### src/rtl/winwdt_pkg.sv
package winwdt_pkg;
   localparam int unsigned REG_AW = 3;
   localparam int unsigned REG_DW = 8;

   localparam logic [REG_AW-1:0] A_CTRL  = 3'd0;
   localparam logic [REG_AW-1:0] A_CFG   = 3'd1;
   localparam logic [REG_AW-1:0] A_EW    = 3'd2;
   localparam logic [REG_AW-1:0] A_IESET = 3'd3;
   localparam logic [REG_AW-1:0] A_IECLR = 3'd4;
   localparam logic [REG_AW-1:0] A_FLAG  = 3'd5;
   localparam logic [REG_AW-1:0] A_KICK  = 3'd6;
   localparam logic [REG_AW-1:0] A_STAT  = 3'd7;

   localparam logic [REG_DW-1:0] KICK_KEY = 8'hA5;

   typedef struct packed {
      logic win;
      logic en;
   } ctrl_t;
endpackage

### src/rtl/winwdt_regs.sv
module winwdt_regs
   import winwdt_pkg::*;
#(
   parameter int unsigned CODE_W = 4
) (
   input  logic                   clk,
   input  logic                   rst_n,
   input  logic                   tick_i,
   input  logic                   wr_en_i,
   input  logic [REG_AW-1:0]      wr_addr_i,
   input  logic [REG_DW-1:0]      wr_data_i,
   input  logic                   ew_hit_i,
   output ctrl_t                  ctrl_q,
   output logic [2*CODE_W-1:0]    cfg_q,
   output logic [CODE_W-1:0]      ew_q,
   output logic                   ie_q,
   output logic                   flag_q,
   output logic                   busy_q,
   output ctrl_t                  act_ctrl,
   output logic [CODE_W-1:0]      act_per,
   output logic [CODE_W-1:0]      act_win,
   output logic [CODE_W-1:0]      act_ew,
   output logic                   kick_o,
   output logic                   kick_ok_o
);
   localparam int unsigned CFG_W = 2 * CODE_W;

   if (CFG_W > REG_DW) begin : g_bad_code_w
      $error("winwdt_regs: two code fields must fit in one register");
   end

   logic wr_ctrl, wr_cfg, wr_ew, wr_ieset, wr_ieclr, wr_flag, sync_wr;

   always_comb begin
      wr_ctrl  = wr_en_i && (wr_addr_i == A_CTRL);
      wr_cfg   = wr_en_i && (wr_addr_i == A_CFG) && !ctrl_q.en;
      wr_ew    = wr_en_i && (wr_addr_i == A_EW)  && !ctrl_q.en;
      wr_ieset = wr_en_i && (wr_addr_i == A_IESET) && wr_data_i[0];
      wr_ieclr = wr_en_i && (wr_addr_i == A_IECLR) && wr_data_i[0];
      wr_flag  = wr_en_i && (wr_addr_i == A_FLAG)  && wr_data_i[0];
      sync_wr  = wr_ctrl || wr_cfg || wr_ew;
      kick_o    = wr_en_i && (wr_addr_i == A_KICK);
      kick_ok_o = (wr_data_i == KICK_KEY);
   end

   always_ff @(posedge clk or negedge rst_n) begin
      if (!rst_n) begin
         ctrl_q   <= '0;
         cfg_q    <= '0;
         ew_q     <= '0;
         ie_q     <= 1'b0;
         flag_q   <= 1'b0;
         busy_q   <= 1'b0;
         act_ctrl <= '0;
         act_per  <= '0;
         act_win  <= '0;
         act_ew   <= '0;
      end else begin
         if (tick_i) begin
            act_ctrl <= ctrl_q;
            act_per  <= cfg_q[CODE_W-1:0];
            act_win  <= cfg_q[CFG_W-1:CODE_W];
            act_ew   <= ew_q;
         end
         if (wr_ctrl) ctrl_q <= ctrl_t'(wr_data_i[1:0]);
         if (wr_cfg)  cfg_q  <= wr_data_i[CFG_W-1:0];
         if (wr_ew)   ew_q   <= wr_data_i[CODE_W-1:0];
         if (wr_ieset)      ie_q <= 1'b1;
         else if (wr_ieclr) ie_q <= 1'b0;
         if (ew_hit_i)     flag_q <= 1'b1;
         else if (wr_flag) flag_q <= 1'b0;
         if (sync_wr)     busy_q <= 1'b1;
         else if (tick_i) busy_q <= 1'b0;
      end
   end
endmodule

### src/rtl/winwdt_decode.sv
module winwdt_decode #(
   parameter int unsigned CODE_W   = 4,
   parameter int unsigned BASE_LOG = 3,
   parameter int unsigned MAX_PER  = 11,
   parameter int unsigned MAX_WIN  = 10,
   localparam int unsigned CNT_W   = BASE_LOG + MAX_PER
) (
   input  logic              win_mode_i,
   input  logic [CODE_W-1:0] per_raw_i,
   input  logic [CODE_W-1:0] win_raw_i,
   input  logic [CODE_W-1:0] ew_raw_i,
   output logic [CODE_W-1:0] per_eff_o,
   output logic [CODE_W-1:0] win_eff_o,
   output logic [CNT_W:0]    per_lim_o,
   output logic [CNT_W:0]    win_lim_o,
   output logic [CNT_W:0]    ew_lim_o
);
   localparam int unsigned MAX_EW = MAX_PER - 1;

   if (MAX_WIN >= MAX_PER) begin : g_bad_win
      $error("winwdt_decode: window ceiling must be below period ceiling");
   end
   if (MAX_PER >= (1 << CODE_W)) begin : g_bad_per
      $error("winwdt_decode: period ceiling does not fit the code field");
   end

   logic [CNT_W:0] pow_tab [0:MAX_PER];

   for (genvar k = 0; k <= MAX_PER; k++) begin : g_tab
      assign pow_tab[k] = (CNT_W+1)'(1) << (BASE_LOG + k);
   end

   logic [CODE_W-1:0] pc, wc, ec;

   always_comb begin
      pc = (per_raw_i > CODE_W'(MAX_PER)) ? CODE_W'(MAX_PER) : per_raw_i;
      wc = (win_raw_i > CODE_W'(MAX_WIN)) ? CODE_W'(MAX_WIN) : win_raw_i;
      ec = (ew_raw_i  > CODE_W'(MAX_EW))  ? CODE_W'(MAX_EW)  : ew_raw_i;
      if (win_mode_i && (pc <= wc)) pc = wc + CODE_W'(1);
      per_eff_o = pc;
      win_eff_o = wc;
      per_lim_o = pow_tab[pc];
      win_lim_o = pow_tab[wc];
      ew_lim_o  = pow_tab[ec];
   end
endmodule

### src/rtl/winwdt_core.sv
module winwdt_core #(
   parameter int unsigned CNT_W = 14
) (
   input  logic             clk,
   input  logic             rst_n,
   input  logic             tick_i,
   input  logic             act_en_i,
   input  logic             act_win_i,
   input  logic             kick_i,
   input  logic             kick_ok_i,
   input  logic [CNT_W:0]   per_lim_i,
   input  logic [CNT_W:0]   win_lim_i,
   input  logic [CNT_W:0]   ew_lim_i,
   output logic [CNT_W-1:0] cnt_o,
   output logic             rst_req_o,
   output logic             ew_hit_o
);
   logic [CNT_W:0] inc, nxt;
   logic           req;

   always_comb begin
      inc      = {1'b0, cnt_o} + (CNT_W+1)'(1);
      nxt      = {1'b0, cnt_o};
      req      = 1'b0;
      ew_hit_o = 1'b0;
      if (!act_en_i) begin
         nxt = '0;
      end else if (kick_i) begin
         nxt = '0;
         if (!kick_ok_i || (act_win_i && ({1'b0, cnt_o} < win_lim_i))) req = 1'b1;
      end else if (tick_i) begin
         if (inc == ew_lim_i) ew_hit_o = 1'b1;
         if (inc == per_lim_i) begin
            req = 1'b1;
            nxt = '0;
         end else begin
            nxt = inc;
         end
      end
   end

   always_ff @(posedge clk or negedge rst_n) begin
      if (!rst_n) begin
         cnt_o     <= '0;
         rst_req_o <= 1'b0;
      end else begin
         cnt_o     <= nxt[CNT_W-1:0];
         rst_req_o <= req;
      end
   end
endmodule

### src/rtl/winwdt.sv
module winwdt
   import winwdt_pkg::*;
#(
   parameter int unsigned CODE_W   = 4,
   parameter int unsigned BASE_LOG = 3,
   parameter int unsigned MAX_PER  = 11,
   parameter int unsigned MAX_WIN  = 10
) (
   input  logic              clk,
   input  logic              rst_n,
   input  logic              tick_i,
   input  logic              wr_en_i,
   input  logic [REG_AW-1:0] wr_addr_i,
   input  logic [REG_DW-1:0] wr_data_i,
   input  logic [REG_AW-1:0] rd_addr_i,
   output logic [REG_DW-1:0] rd_data_o,
   output logic              irq_o,
   output logic              rst_req_o
);
   localparam int unsigned CNT_W = BASE_LOG + MAX_PER;

   if (BASE_LOG == 0) begin : g_bad_base
      $error("winwdt: base period must be at least two ticks");
   end

   ctrl_t               ctrl_q, act_ctrl;
   logic [2*CODE_W-1:0] cfg_q;
   logic [CODE_W-1:0]   ew_q, act_per, act_wc, act_ew;
   logic [CODE_W-1:0]   per_eff, win_eff;
   logic                ie, flag, busy, kick, kick_ok, ew_hit;
   logic                act_en, act_win, ctrl_en;
   logic [CNT_W:0]      per_lim, win_lim, ew_lim;
   logic [CNT_W-1:0]    cnt;

   winwdt_regs #(.CODE_W(CODE_W)) u_regs (
      .clk(clk), .rst_n(rst_n), .tick_i(tick_i),
      .wr_en_i(wr_en_i), .wr_addr_i(wr_addr_i), .wr_data_i(wr_data_i),
      .ew_hit_i(ew_hit),
      .ctrl_q(ctrl_q), .cfg_q(cfg_q), .ew_q(ew_q), .ie_q(ie),
      .flag_q(flag), .busy_q(busy), .act_ctrl(act_ctrl),
      .act_per(act_per), .act_win(act_wc), .act_ew(act_ew),
      .kick_o(kick), .kick_ok_o(kick_ok)
   );

   assign act_en  = act_ctrl.en;
   assign act_win = act_ctrl.win;
   assign ctrl_en = ctrl_q.en;

   winwdt_decode #(
      .CODE_W(CODE_W), .BASE_LOG(BASE_LOG), .MAX_PER(MAX_PER), .MAX_WIN(MAX_WIN)
   ) u_dec (
      .win_mode_i(act_win), .per_raw_i(act_per), .win_raw_i(act_wc),
      .ew_raw_i(act_ew), .per_eff_o(per_eff), .win_eff_o(win_eff),
      .per_lim_o(per_lim), .win_lim_o(win_lim), .ew_lim_o(ew_lim)
   );

   winwdt_core #(.CNT_W(CNT_W)) u_core (
      .clk(clk), .rst_n(rst_n), .tick_i(tick_i),
      .act_en_i(act_en), .act_win_i(act_win),
      .kick_i(kick), .kick_ok_i(kick_ok),
      .per_lim_i(per_lim), .win_lim_i(win_lim), .ew_lim_i(ew_lim),
      .cnt_o(cnt), .rst_req_o(rst_req_o), .ew_hit_o(ew_hit)
   );

   assign irq_o = flag & ie;

   always_comb begin
      case (rd_addr_i)
         A_CTRL:           rd_data_o = REG_DW'(ctrl_q);
         A_CFG:            rd_data_o = REG_DW'(cfg_q);
         A_EW:             rd_data_o = REG_DW'(ew_q);
         A_IESET, A_IECLR: rd_data_o = REG_DW'(ie);
         A_FLAG:           rd_data_o = REG_DW'(flag);
         A_STAT:           rd_data_o = REG_DW'(busy);
         default:          rd_data_o = '0;
      endcase
   end
endmodule

### config.mk
export PLATFORM = sky130hd
export DESIGN_NAME = winwdt
export DESIGN_NICKNAME = d
export VERILOG_FILES = /design/src/rtl/winwdt_pkg.sv /design/src/rtl/winwdt_regs.sv /design/src/rtl/winwdt_decode.sv /design/src/rtl/winwdt_core.sv /design/src/rtl/winwdt.sv
export SDC_FILE = /design/constraint.sdc
export NUM_CORES = 1
export LEC_CHECK = 0
export CORE_ASPECT_RATIO = 0.9
export CORE_UTILIZATION = 54
export CTS_CLUSTER_DIAMETER = 120
export DETAILED_ROUTE_END_ITERATION = 6
export PLACE_DENSITY = 0.88
export SKIP_CTS_REPAIR_TIMING = 1
export SKIP_LAST_GASP = 1
export SYNTH_ARGS = -nofsm -noshare
export SYNTH_HDL_FRONTEND = slang
export SYNTH_SLANG_ARGS = --single-unit
export TNS_END_PERCENT = 50
### constraint.sdc
create_clock -name clk -period 3.4 [get_ports clk]
set_clock_uncertainty 0.05 [all_clocks]
set_input_delay 0.68 -clock clk [delete_from_list [all_inputs] [get_ports clk]]
set_output_delay 0.68 -clock clk [all_outputs]
set_load 0.02 [all_outputs]
Word level (Yosys, flattened, before mapping)
Memories as Yosys holds them, arrays and structs flattened.
Cells that the tools add are included.
{"block": "op_classes", "addsub": 2, "n_lt_le_gt_ge": 8, "eq_ne": 16, "n_mux": 30, "bitwise": 4, "n_reduce_logical": 25}
{"cell": "15-bit 2-to-1 mux", "count": 6}
{"cell": "14-bit 2-to-1 mux", "count": 4}
{"cell": "8-bit case mux with 6 select lines", "count": 1}
{"cell": "15-bit == test", "count": 2}
{"cell": "3-bit == test, second input constant", "count": 6}
{"cell": "4-bit 2-to-1 mux", "count": 4}
{"cell": "14-bit by 1-bit adder with 15-bit output, second input constant", "count": 1}
{"cell": "5-bit greater-or-equal comparator, second input constant", "count": 3}
{"cell": "14-bit by 15-bit < comparator with 1-bit output", "count": 1}
{"cell": "1-bit 2-to-1 mux", "count": 15}
{"cell": "4-bit inverter with 5-bit output", "count": 3}
{"cell": "1-bit logical AND", "count": 14}
{"cell": "3-bit by 2-bit == test with 1-bit output, second input constant", "count": 4}
{"cell": "4-bit greater-than comparator, second input constant", "count": 3}
{"cell": "8-bit == test, second input constant", "count": 1}
{"cell": "3-bit by 1-bit == test with 1-bit output, second input constant", "count": 2}
{"cell": "3-bit logical NOT", "count": 2}
{"cell": "2-bit nonzero test", "count": 3}
{"cell": "4-bit by 1-bit adder with 4-bit output, second input constant", "count": 1}
{"cell": "4-bit less-or-equal comparator", "count": 1}
{"cell": "1-bit logical OR", "count": 3}
{"cell": "3-bit inequality test, second input constant", "count": 1}
{"cell": "1-bit logical NOT", "count": 2}
{"cell": "2-bit OR reduction", "count": 1}
{"cell": "1-bit AND", "count": 1}
{"block": "word_totals", "ff_bits": 46, "romBits": 720, "input_bits": 18, "out_inout_bits": 10, "word_cells": 102, "n_memories": 3}
{"memory": "(no name shown)", "words": 16, "width": 15, "rd": 1, "rd_clocked_by_memory_dff": 0, "wr": 0, "line": "winwdt_decode.sv:42", "source": "per_lim_o = pow_tab[pc];"}
{"memory": "(no name shown)", "words": 16, "width": 15, "rd": 1, "rd_clocked_by_memory_dff": 0, "wr": 0, "line": "winwdt_decode.sv:43", "source": "win_lim_o = pow_tab[wc];"}
{"memory": "(no name shown)", "words": 16, "width": 15, "rd": 1, "rd_clocked_by_memory_dff": 0, "wr": 0, "line": "winwdt_decode.sv:44", "source": "ew_lim_o = pow_tab[ec];"}

Longest topological paths before layout
Gate-level depths: netlist (run 1).
{"block": "depth", "depth_word": 14, "mapped_depth": 16, "mapped_depth_nobuf": 13}

Modules after synthesis
From an unflattened synthesis (run 1), not the netlist that was laid out.
{"block": "unflattened", "cells_unflattened": 468, "hier_area_um2": 4305.4}
{"module": "winwdt_core", "n_inst": 1, "cells_each": 225, "area_per_inst_um2": 1885.6, "seq_area_each_um2": 375.4}
{"module": "winwdt_regs", "n_inst": 1, "cells_each": 81, "area_per_inst_um2": 1263.7, "seq_area_each_um2": 775.7}
{"module": "winwdt_decode", "n_inst": 1, "cells_each": 135, "area_per_inst_um2": 973.4, "seq_area_each_um2": 0.0}
{"module": "winwdt", "n_inst": 1, "cells_each": 27, "area_per_inst_um2": 182.7, "seq_area_each_um2": 0.0}

Least setup slack after synthesis (run 1)
OpenSTA, ideal clock, no wires.
{"block": "synth_path", "path_type": "reg2reg", "startpoint": "reg u_regs.act_win[3]", "endpoint": "reg u_core.cnt_o[6]", "setup_ps": 122, "arrival_time_ps": 3257, "t_required_ps": 3228, "setup_slack_ps": -28, "path_stages_with_launch": 15, "path_buffers": 2, "synth_period_minus_slack_ps": 3428, "cell_sequence": "dfrtp_1 > clkbuf_1 > nor2b_1 > inv_1 > ha_1 > and4_1 > o21ai_1 > o21a_4 > buf_6 > mux2_4 > o2bb2ai_1 > a2111oi_2 > o2111ai_1 > or2_1 > a32o_1"}
{"block": "synth_via", "elab_chain_cells": 14, "elab_cells_between_ends": 15, "classes_between": "1 x add/sub; 2 x order compare; 1 x eq/ne; 8 x mux; 1 x bitwise; 1 x reduce/logical; 1 x memory"}
{"element": "from (decl)", "line": "winwdt_regs.sv:21", "source": "output logic [CODE_W-1:0] act_win,"}
{"element": "from (signal assigned)", "line": "winwdt_regs.sv:62", "source": "act_win <= cfg_q[CFG_W-1:CODE_W];"}
{"element": "4-bit greater-than comparator", "line": "winwdt_decode.sv:37", "source": "wc = (win_raw_i > CODE_W'(MAX_WIN)) ? CODE_W'(MAX_WIN) : win_raw_i;"}
{"element": "4-bit 2-to-1 mux (*)", "line": "winwdt_decode.sv:37"}
{"element": "4-bit less-or-equal comparator", "line": "winwdt_decode.sv:39", "source": "if (win_mode_i && (pc <= wc)) pc = wc + CODE_W'(1);"}
{"element": "1-bit logical AND", "line": "winwdt_decode.sv:39"}
{"element": "4-bit 2-to-1 mux (*)", "line": "winwdt_decode.sv:39"}
{"element": "4-bit inverter with 5-bit output (implied by the code) (*)", "line": "winwdt_decode.sv:42"}
{"element": "memory 16 x 15 bit (*)"}
{"element": "15-bit 2-to-1 mux (implied by the code) (*) (2 in series)", "line": "winwdt_decode.sv:42"}
{"element": "15-bit == test (*)", "line": "winwdt_core.sv:33", "source": "if (inc == per_lim_i) begin"}
{"element": "14-bit 2-to-1 mux (*)", "line": "winwdt_core.sv:33"}
{"element": "14-bit 2-to-1 mux (*)", "line": "winwdt_core.sv:31", "source": "end else if (tick_i) begin"}
{"element": "14-bit 2-to-1 mux (*)", "line": "winwdt_core.sv:28", "source": "end else if (kick_i) begin"}
{"element": "14-bit 2-to-1 mux (*)", "line": "winwdt_core.sv:26", "source": "if (!act_en_i) begin"}
{"element": "to (signal assigned)", "line": "winwdt_core.sv:47", "source": "cnt_o <= nxt[CNT_W-1:0];"}
{"element": "to (decl)", "line": "winwdt_core.sv:14", "source": "output logic [CNT_W-1:0] cnt_o,"}
Mark *: on every way between the ends. The rest lies on a longest branch, timed or not. The select of a mux whose other input is x is not followed.
A chain may end at the register's enable or synchronous reset.

Final worst setup path (run 1)
{"block": "layout_path", "startpoint": "reg u_regs.act_win[3]", "endpoint": "reg u_core.rst_req_o"}
{"block": "layout_via", "elab_chain_cells": 14, "elab_cells_between_ends": 23, "classes_between": "1 x add/sub; 3 x order compare; 1 x eq/ne; 11 x mux; 2 x bitwise; 3 x reduce/logical; 2 x memory"}
{"element": "4-bit greater-than comparator", "line": "winwdt_decode.sv:37"}
{"element": "4-bit 2-to-1 mux (*)", "line": "winwdt_decode.sv:37"}
{"element": "4-bit less-or-equal comparator", "line": "winwdt_decode.sv:39"}
{"element": "1-bit logical AND", "line": "winwdt_decode.sv:39"}
{"element": "4-bit 2-to-1 mux", "line": "winwdt_decode.sv:39"}
{"element": "4-bit inverter with 5-bit output (implied by the code)", "line": "winwdt_decode.sv:42"}
{"element": "memory 16 x 15 bit"}
{"element": "15-bit 2-to-1 mux (implied by the code) (2 in series)", "line": "winwdt_decode.sv:42"}
{"element": "15-bit == test", "line": "winwdt_core.sv:33"}
{"element": "1-bit 2-to-1 mux", "line": "winwdt_core.sv:33"}
{"element": "1-bit 2-to-1 mux", "line": "winwdt_core.sv:31"}
{"element": "1-bit 2-to-1 mux (*)", "line": "winwdt_core.sv:28"}
{"element": "1-bit 2-to-1 mux (*)", "line": "winwdt_core.sv:26"}
{"element": "named net u_core.req", "line": "winwdt_core.sv:19", "source": "logic req;"}
{"element": "to (signal assigned)", "line": "winwdt_core.sv:48", "source": "rst_req_o <= req;"}
{"element": "to (decl)", "line": "winwdt_core.sv:15", "source": "output logic rst_req_o,"}
The timed path passes the listed nets; every way through them passes the cells marked *. The select of a mux whose other input is x is not followed.

==> flow_summary.ini, run 1 <==
[floorplan]
ioPinCount = 28
die_area_um2 = 7200
fp.dieW_um = 89.3
start_util = 0.560
num_rows = 28
die_h_um = 80.6
core-area_um2 = 6620

[setup_path]
crit_type = flop to flop
crit_required_ns = 3.58
path_max_fanout = 8
ff2ff_setup_slack_ns = 0.05
arrival_ns = 3.53
cp-startpoint = u_regs.act_win[3]
r2r_start = u_regs.act_win[3]
reg2reg_depth = 14
cp-end-kind = flop
r2r-end = u_core.rst_req_o
crit_path_end = u_core.rst_req_o
start_kind = flop

[worst_hold_path]
hold_class = input port to async pin

[yosys]
synthDistinctLibCells = 68
synth.area.top_cells = dfrtp_1 31%, mux2_2 8.5%, ha_1 7.4%, nand2_1 5.4%, mux2i_1 3.8%
syn-num-nets = 460
async_flop_share = 1.00
synth_edf_count = 0
synth_top_area_frac = 0.310
synth_top_cell_by_area = dfrtp_1
syn-instance-count = 420
avgSynthCellArea_um2 = 8.83
yosys_most_used_dff = dfrtp_1
ys_seq_area_frac = 0.310
yosys_register_bits = 46
ys_warn_count = 0
syn-cell-area_um2 = 3710

[route]
drt_pre_antenna_iters = 5
drt_iter0_drc = 265
drt_wl_total_um = 10400
vias = 3546
routedWlPerCell_um = 18.2
drc = 0
drtAntennaViolNets = 0
viasPerCell = 6.22

[cells_and_area]
fin_nets = 519
syn2layout_area_growth_pct = 21.9
drive_gt1_frac = 0.229
fill_cells = 504
diodes = 0

[place]
place_ws_ns = 0.0145
globalplace.congestion = 0.933
hpwl_um = 7750
port_buffers = 27

[timing]
tightest_slew_ns = 0.985
hold_ws_ns = 0.469
clock.fmax_ghz = 0.299
slew_headroom = 0.343
period_needed_ns = 3.35
setup_slack_ns = 0.0514
slew_violations = 0
hold_viol = 0
rsz0062_at_grt = yes
setup_viol = 0
post-route-period-util = 0.985

[power_and_ir_drop]
p_per_area_nw_per_um2 = 544
leakage_nw = 1.88
irDropWorstVdd_v = 0.000332

[clock_network]
clockRootBuffer = clkbuf_8
cts_tree = done
clock_latency_ns = 0.31
clockBufferDepth = 2
h-tree-depth = 2
cts_inserted_buffers = 5
path_clk_slew_ns = 0.10
clock_sink_count = 46

[grt]
grt_max_degree = 47
globalRouteOverflowTotal = 0
grt_pass1_vias = 3275
antenna_found_initial = 0
grt.total_usage = 0.296
grt_pass1_wl_um = 16000

[run]
maxCapViolCount = 0

[outcome]
status = finished clean
per-stage QoR:
| stage | cells | area, um^2 | power (W) | TNS, ns | util |
|---|---|---|---|---|---|
| 2_1_floorplan | 420 | 3710 | 0.00151 | 0 | - |
| 3_3_place_gp | 550 | 4240 | 0.00185 | 0 | 0.640 |
| 3_5_place_dp | 550 | 4240 | 0.00189 | 0 | 0.640 |
| 4_1_cts | 558 | 4330 | 0.00224 | -0.0291 | 0.654 |
| 5_1_grt | 570 | 4520 | 0.00260 | -0.220 | 0.682 |
| 6_report | 570 | 4520 | 0.00246 | 0 | 0.682 |
flip-flops by register name, summed over array words and instances (netlist names):
name,cells
u_regs.flag_q,1
u_regs.cfg_q,8
u_regs.act_win,4
u_regs.busy_q,1
u_regs.act_ctrl,2
u_regs.ctrl_q,2
u_regs.ie_q,1
u_core.rst_req_o,1
u_regs.act_per,4
u_regs.ew_q,4
u_regs.act_ew,4
u_core.cnt_o,14
per-layer routing:
| layer | GRT usage | routed length, um | vias to the layer above |
|---|---|---|---|
| met5 | 0 | 0 | - |
| met3 | 0.0514 | 791 | 16 |
| met2 | 0.497 | 4980 | 152 |
| met1 | 0.394 | 4470 | 1710 |
| li1 | - | - | 1668 |
| met4 | 0.0762 | 158 | 0 |
report_power, final:
part	internal (W)	switching, W	leakage, nW
sequential	0.000632	0.000110	0.579
clock	0.000147	0.000212	0.0408
combinational	0.000673	0.000683	1.26
total	0.00145	0.00101	1.88
how the worst min path moves through the flow:
stage	start	to
final	rst_n	u_core.cnt_o[4]
after global routing	u_regs.ctrl_q[1]	u_regs.ctrl_q[1]
after CTS	u_regs.cfg_q[7]	u_regs.act_win[3]
after detailed placement	u_regs.cfg_q[7]	u_regs.act_win[3]
after global placement	u_regs.cfg_q[7]	u_regs.act_win[3]
after floorplan	rst_n	u_core.cnt_o[0]
worst max-delay path, cell delays in order, from the launching register on:
cell and delay, ns:
dfrtp_1 0.45, o21ai_1 0.09, and2_1 0.18, buf_4 0.18, inv_2 0.06, ha_1 0.19, or4b_2 0.60, a21o_1 0.21
a21o_1 0.17, a21o_1 0.17, a211oi_1 0.24, o31ai_1 0.12, a21oi_1 0.23, o2111ai_2 0.17, o21ai_1 0.15
cell families (layout without fill, tap and decap cells):
group	after synthesis	after routing	synth area share
AO/OA/AOI/OAI	94	96	0.174
XOR/XNOR	12	12	0.0283
adder cells (fa/ha/maj)	23	23	0.0769
buffers and inverters	27	85	0.0317
flip-flops	46	46	0.310
multiplexers	45	45	0.139
AND/OR/NAND/NOR	173	173	0.239
cells in the mapped netlist, types with 3 or more instances:
master / count
and2_1: 8
o21ai_0: 15
inv_1: 7
and4_1: 3
xnor2_1: 6
nor2b_1: 14
nand3_1: 14
a21o_1: 6
nor2_1: 30
a32oi_1: 3
mux2_2: 28
ha_1: 22
nand2b_1: 10
and3_1: 3
nand2_1: 53
mux2i_1: 14
clkbuf_1: 12
a211oi_1: 3
nand3b_1: 3
a31oi_1: 5
o221ai_1: 3
o211ai_1: 6
a21oi_1: 14
nor4_1: 5
nor3_1: 9
o21ai_1: 12
nand4_1: 6
o31ai_1: 3
buf_2: 4
xor2_1: 6
dfrtp_1: 46
cells in the final DEF (no fill, tap or decap), types with 3 or more instances in the layout:
master           synthesis  final
nand2_1                 53     53
mux2i_1                 14     13
nand3_1                 14     14
a31oi_1                  5      5
o21ai_0                 15     13
o211ai_1                 6      6
a32oi_1                  3      3
inv_2                    1      3
xor2_1                   6      6
o31ai_1                  3      3
and2_1                   8      8
ha_1                    22     20
nor2b_1                 14     12
dfrtp_2                  0      3
a21oi_1                 14     14
nand4_1                  6      6
and4_1                   3      3
clkdlybuf4s50_1          0     26
nand3b_1                 3      3
o21ai_1                 12     12
nor3_1                   9      9
dfrtp_1                 46     43
a211oi_1                 3      3
nand2b_1                10     10
clkbuf_8                 0      5
nor4_1                   5      5
a21o_1                   6      6
xnor2_1                  6      6
nor2_1                  30     30
inv_1                    7      5
buf_4                    1     42
o21a_4                   1      3
mux2_2                  28     28
and3_1                   3      3
layout make-up:
cell class	count	area, um^2	share of cell area
Multi-Input combinational cell	349	2550	0.564
Sequential cell	46	1150	0.256
Timing Repair Buffer	69	581	0.128
Tap cell	90	113	0.0249
Clock buffer	5	68.8	0.0152
Inverter	8	30.0	0.00665
Clock inverter	3	23.8	0.00526
No activity file was read; power rests on OpenSTA's default activity.
==> run 2, diff against run 1 <==
==> constraint.sdc (replaced) <==
create_clock -name clk -period 3.4 [get_ports clk]
set_clock_uncertainty 0.05 [all_clocks]
set_input_delay 0.34 -clock clk [delete_from_list [all_inputs] [get_ports clk]]
set_output_delay 0.34 -clock clk [all_outputs]
set_load 0.02 [all_outputs]
==> run 2 against run 1 <==
  * Final cell count fell by 0.88%
  * Maximum frequency barely moved
  * Sequential cell count did not move
  * Clock-buffer cell count did not move
  * First-iteration DRC count rose by 32%
  * Via count rose by 0.23%
  * Wire length fell by 3.7%
  * Register-to-register slack barely moved
  * Power rose by 0.85%
  * Sequential share of layout area barely moved
  * Global-route usage fell by 1.5 points
  * Largest cell class unchanged
==> flow_summary.ini, run 2 (synthesis gave the netlist of run 1 again) <==
[cells_and_area]
diodes = 0
layout_commonest_cell = nand2_1
postLayoutCellArea_um2 = 4520
largest_register_ffs = 14
reg.largest.list = u_core.cnt_o x14, u_regs.cfg_q x8
regArea_um2 = 1160
fin_nets = 514
most-common-layout-cells = 53 x nand2_1, 42 x dfrtp_1, 35 x buf_4
regMostFlops = u_core.cnt_o
syn2layout_area_growth_pct = 21.9
drive_gt1_frac = 0.227
final_util = 0.682
fill_cells = 499
multiInputGateArea_um2 = 2560

[setup_path]
r2r-end = u_core.cnt_o[6]
ff2ff_setup_slack_ns = 0.05
reg2reg_depth = 11
crit_type = flop to flop
cp-end-kind = flop
arrival_ns = 3.50
crit_required_ns = 3.56
cp-startpoint = u_regs.act_per[2]
crit_path_max_incr_delay_ns = 0.46
r2r_start = u_regs.act_per[2]
worstPathCellList = a21o_1, ha_1, nor2b_1, o21a_2, o21a_4, mux2_4, o2bb2ai_2, a2111oi_2, o2111ai_1, or2_1, a32o_1
crit_path_end = u_core.cnt_o[6]
critPathSlowestCell = dfrtp_2
start_kind = flop
path_max_fanout = 6

[clock_network]
clock_sink_count = 46
clock_latency_ns = 0.31
clockRootBuffer = clkbuf_8
h-tree-depth = 2
cts_inserted_buffers = 5
clockBufferDepth = 2
path_clk_slew_ns = 0.10
cts_tree = done

[route]
drtAntennaViolNets = 0
drt_wl_total_um = 10000
viasPerCell = 6.29
drc = 0
vias = 3554
drt_iter0_drc = 349
routedWlPerCell_um = 17.7
drt_pre_antenna_iters = 5

[floorplan]
fp.dieW_um = 89.3
core-area_um2 = 6620
start_util = 0.560
num_rows = 28
die_h_um = 80.6
ioPinCount = 28
die_area_um2 = 7200

[timing]
clock.fmax_ghz = 0.299
hold_viol = 0
slew_headroom = 0.323
setup_viol = 0
rsz0062_at_grt = yes
tightest_slew_ns = 1.01
slew_violations = 0
post-route-period-util = 0.985
setup_slack_ns = 0.0514
period_needed_ns = 3.35

[place]
port_buffers = 27
globalplace.congestion = 0.952
hpwl_um = 7400
place_ws_ns = 0.0240
placed_area_um2 = 4220

[power_and_ir_drop]
leakage_nw = 1.88
p_per_area_nw_per_um2 = 549
pwr-share-comb = 0.554
power_frac_clock = 0.145
irDropWorstVdd_v = 0.000249
seqPwrFrac = 0.301
p_int_w = 0.00148
power.total_w = 0.00248
power_switching_w = 0.000998
sw_frac_of_total = 0.402

[grt]
top_usage_layer = met2
grtUsageMet2 = 0.464
grt_pass1_wl_um = 15400
met3_usage = 0.0329
grt_pass1_vias = 3090
grt.total_usage = 0.282
globalRouteOverflowTotal = 0
antenna_found_initial = 0
use_met1 = 0.394
grt_max_degree = 47

[outcome]
status = finished clean

[run]
maxCapViolCount = 0

[worst_hold_path]
hold_class = input port to async pin
[run 2: changes by cell type in the layout (fill, tap and decap cells not counted), sizes merged]
cell and delta:
buf -5
[run 2: final cells by class]
type                            instances  share of cell area
Tap cell                               90              0.0249
Sequential cell                        46               0.256
Clock inverter                          3             0.00526
Multi-Input combinational cell        349               0.566
Clock buffer                            5              0.0152
Timing Repair Buffer                   64               0.126
Inverter                                8             0.00665
[run 2: power by group through the flow]
stage / Clock, W / Combinational (W) / Sequential [W]
finish: 0.000360 / 0.00137 / 0.000745
global route: 0.000392 / 0.00148 / 0.000760
CTS: 0.000367 / 0.00112 / 0.000735
detailed placement: 0 / 0.00112 / 0.000746
global placement: 0 / 0.00110 / 0.000740
floorplan: 0 / 0.000811 / 0.000700
[run 2: layer usage]
metal | share of wire | vias up
li1 | - | 1665
met1 | 0.44 | 1713
met2 | 0.47 | 165
met3 | 0.073 | 11
met4 | 0.012 | 0
met5 | 0 | -
[run 2: worst min path at each step]
stage	slack [ns]	start	cells after the start	end
3_5_place_dp	0.47	u_regs.cfg_q[7]	2	u_regs.act_win[3]
3_3_place_gp	0.45	u_regs.cfg_q[7]	2	u_regs.act_win[3]
4_1_cts	0.17	rst_n	1	u_core.cnt_o[4]
6_report	0.14	rst_n	1	u_core.cnt_o[4]
2_1_floorplan	-0.006	rst_n	0	u_core.cnt_o[0]
5_1_grt	0.23	rst_n	1	u_core.cnt_o[4]
[run 2: worst max-delay path, delay by kind of cell (launching register included)]
kind	cells	cell delay, ns
AND/OR/NAND/NOR	2	0.45
multiplexers	1	0.31
flip-flops	1	0.46
adder cells (fa/ha/maj)	1	0.31
AO/OA/AOI/OAI	7	1.67
[run 2: stage by stage]
stage	TNS [ns]	hold WS [ns]	instances
after global routing	-0.259	0.233	565
final	0	0.139	565
after detailed placement	0	0.467	545
after global placement	0	0.449	545
after floorplan	0	-0.00559	420
after CTS	-0.0311	0.167	553
==> run 3, diff against run 2 <==
- CORE_UTILIZATION: 54 -> 58
- PLACE_DENSITY: 0.88 -> 0.9
- clock period: 3.4 -> 4.1 ns (I/O delays scaled with it)
==> run 3 against run 2 <==
  * Global-route usage up 2.4 points
  * Register-to-register slack better by 0.16 ns
  * Non-clock buffer count down 34
  * Largest cell class unchanged
  * Worst setup slack improved by 0.16 ns
  * Die area shrank 6.7%
==> flow_summary.ini, run 3 (synthesis gave the netlist of run 1 again) <==
[clock_network]
cts_tree = done
path_clk_slew_ns = 0.09
cts_inserted_buffers = 5
clock_latency_ns = 0.31
clock_sink_count = 46
h-tree-depth = 2
clockRootBuffer = clkbuf_8
clockBufferDepth = 2

[grt]
grt_pass1_vias = 3208
globalRouteOverflowTotal = 0
grt_pass1_wl_um = 16000
antenna_found_initial = 0
grt_max_degree = 47
grt.total_usage = 0.306

[timing]
slew_violations = 0
slew_headroom = 0.324
setup_viol = 0
tightest_slew_ns = 1.01
period_needed_ns = 3.89
hold_viol = 0
hold_ws_ns = 0.204
setup_slack_ns = 0.211
post-route-period-util = 0.948
clock.fmax_ghz = 0.257

[cells_and_area]
largest_register_ffs = 14
regMostFlops = u_core.cnt_o
layout_commonest_cell = nand2_1
reg.largest.list = u_core.cnt_o x14, u_regs.cfg_q x8
postLayoutCellArea_um2 = 4130
drive_gt1_frac = 0.127
syn2layout_area_growth_pct = 11.5
fin_nets = 479
most-common-layout-cells = 53 x nand2_1, 45 x dfrtp_1, 30 x nor2_1
final_util = 0.672
diodes = 0

[route]
drc = 0
routedWlPerCell_um = 18.3
viasPerCell = 6.50
vias = 3427
drt_iter0_drc = 432
drtAntennaViolNets = 0
drt_wl_total_um = 9660
drt_pre_antenna_iters = 5

[setup_path]
path_buf_inv = 1
r2r-end = u_core.cnt_o[10]
crit_required_ns = 4.24
cp_num_cells = 12
critPathSlowestCell = dfrtp_1
crit_path_end = u_core.cnt_o[10]
r2r_start = u_regs.act_win[2]
path_max_fanout = 15
arrival_ns = 4.02
start_kind = flop
ff2ff_setup_slack_ns = 0.21
crit_type = flop to flop
cp-end-kind = flop
reg2reg_depth = 12
worstPathCellList = nor2b_1, inv_1, ha_1, and4_1, o21ai_1, o21a_4, mux2i_1, a31oi_1, nor4_1, nand4b_1, o21ai_4, o211ai_1
cp-startpoint = u_regs.act_win[2]
path_delay_family = compound AO/OA/AOI/OAI gates
crit_path_max_incr_delay_ns = 0.49

[worst_hold_path]
hold_class = input port to async pin

[power_and_ir_drop]
sw_frac_of_total = 0.424
leakage_nw = 1.71
irDropWorstVdd_v = 0.000282
seqPwrFrac = 0.358
power_switching_w = 0.000754
p_int_w = 0.00103
pwr-share-comb = 0.469
p_per_area_nw_per_um2 = 431
power_frac_clock = 0.173

[floorplan]
ioPinCount = 28
die_area_um2 = 6720
core-area_um2 = 6150
start_util = 0.603
fp.dieW_um = 86.3
die_h_um = 77.8
num_rows = 27

[run]
maxCapViolCount = 0

[place]
placed_area_um2 = 4020
hpwl_um = 7320
port_buffers = 27
globalplace.congestion = 0.927
place_ws_ns = 0.232

[outcome]
status = finished clean
## run 3: cell type report
class / instances / area [um^2]
Clock buffer: 5 / 68.8
Clock inverter: 3 / 28.8
Fill cell: 506 / 2020
Inverter: 8 / 30.0
Multi-Input combinational cell: 348 / 2460
Sequential cell: 46 / 1150
Tap cell: 87 / 109
Timing Repair Buffer: 30 / 288
## run 3: power by group through the flow
stage               Sequential (W)  Combinational [W]  Clock, W
floorplan                 0.000580           0.000671         0
global placement          0.000636           0.000763         0
detailed placement        0.000642           0.000790         0
CTS                       0.000632           0.000799  0.000311
global route              0.000650           0.000911  0.000331
finish                    0.000638           0.000834  0.000307
## run 3: stage by stage
step	setup TNS [ns]	instances	total power [W]
5_1_grt	-0.0542	527	0.00189
4_1_cts	0	526	0.00174
3_5_place_dp	0	518	0.00143
3_3_place_gp	0	518	0.00140
6_report	0	527	0.00178
2_1_floorplan	0	420	0.00125
## run 3: worst min-delay path by stage
| stage | slack (ns) | endpoint | cells after the start | from |
|---|---|---|---|---|
| 4_1_cts | 0.26 | u_core.cnt_o[3] | 1 | rst_n |
| 6_report | 0.20 | u_core.cnt_o[5] | 1 | rst_n |
| 3_5_place_dp | 0.46 | u_regs.cfg_q[7] | 1 | u_regs.cfg_q[7] |
| 5_1_grt | 0.30 | u_core.cnt_o[5] | 1 | rst_n |
| 2_1_floorplan | 0.06 | u_core.cnt_o[0] | 0 | rst_n |
| 3_3_place_gp | 0.46 | u_regs.cfg_q[7] | 1 | u_regs.cfg_q[7] |
## run 3: metal layers
layer  vias up  part of all wire  global-route usage
met5         -                 0                   0
met4         0             0.020              0.0850
li1       1600                 -                   -
met1      1659              0.44               0.434
met2       148              0.46               0.487
met3        20             0.078              0.0415
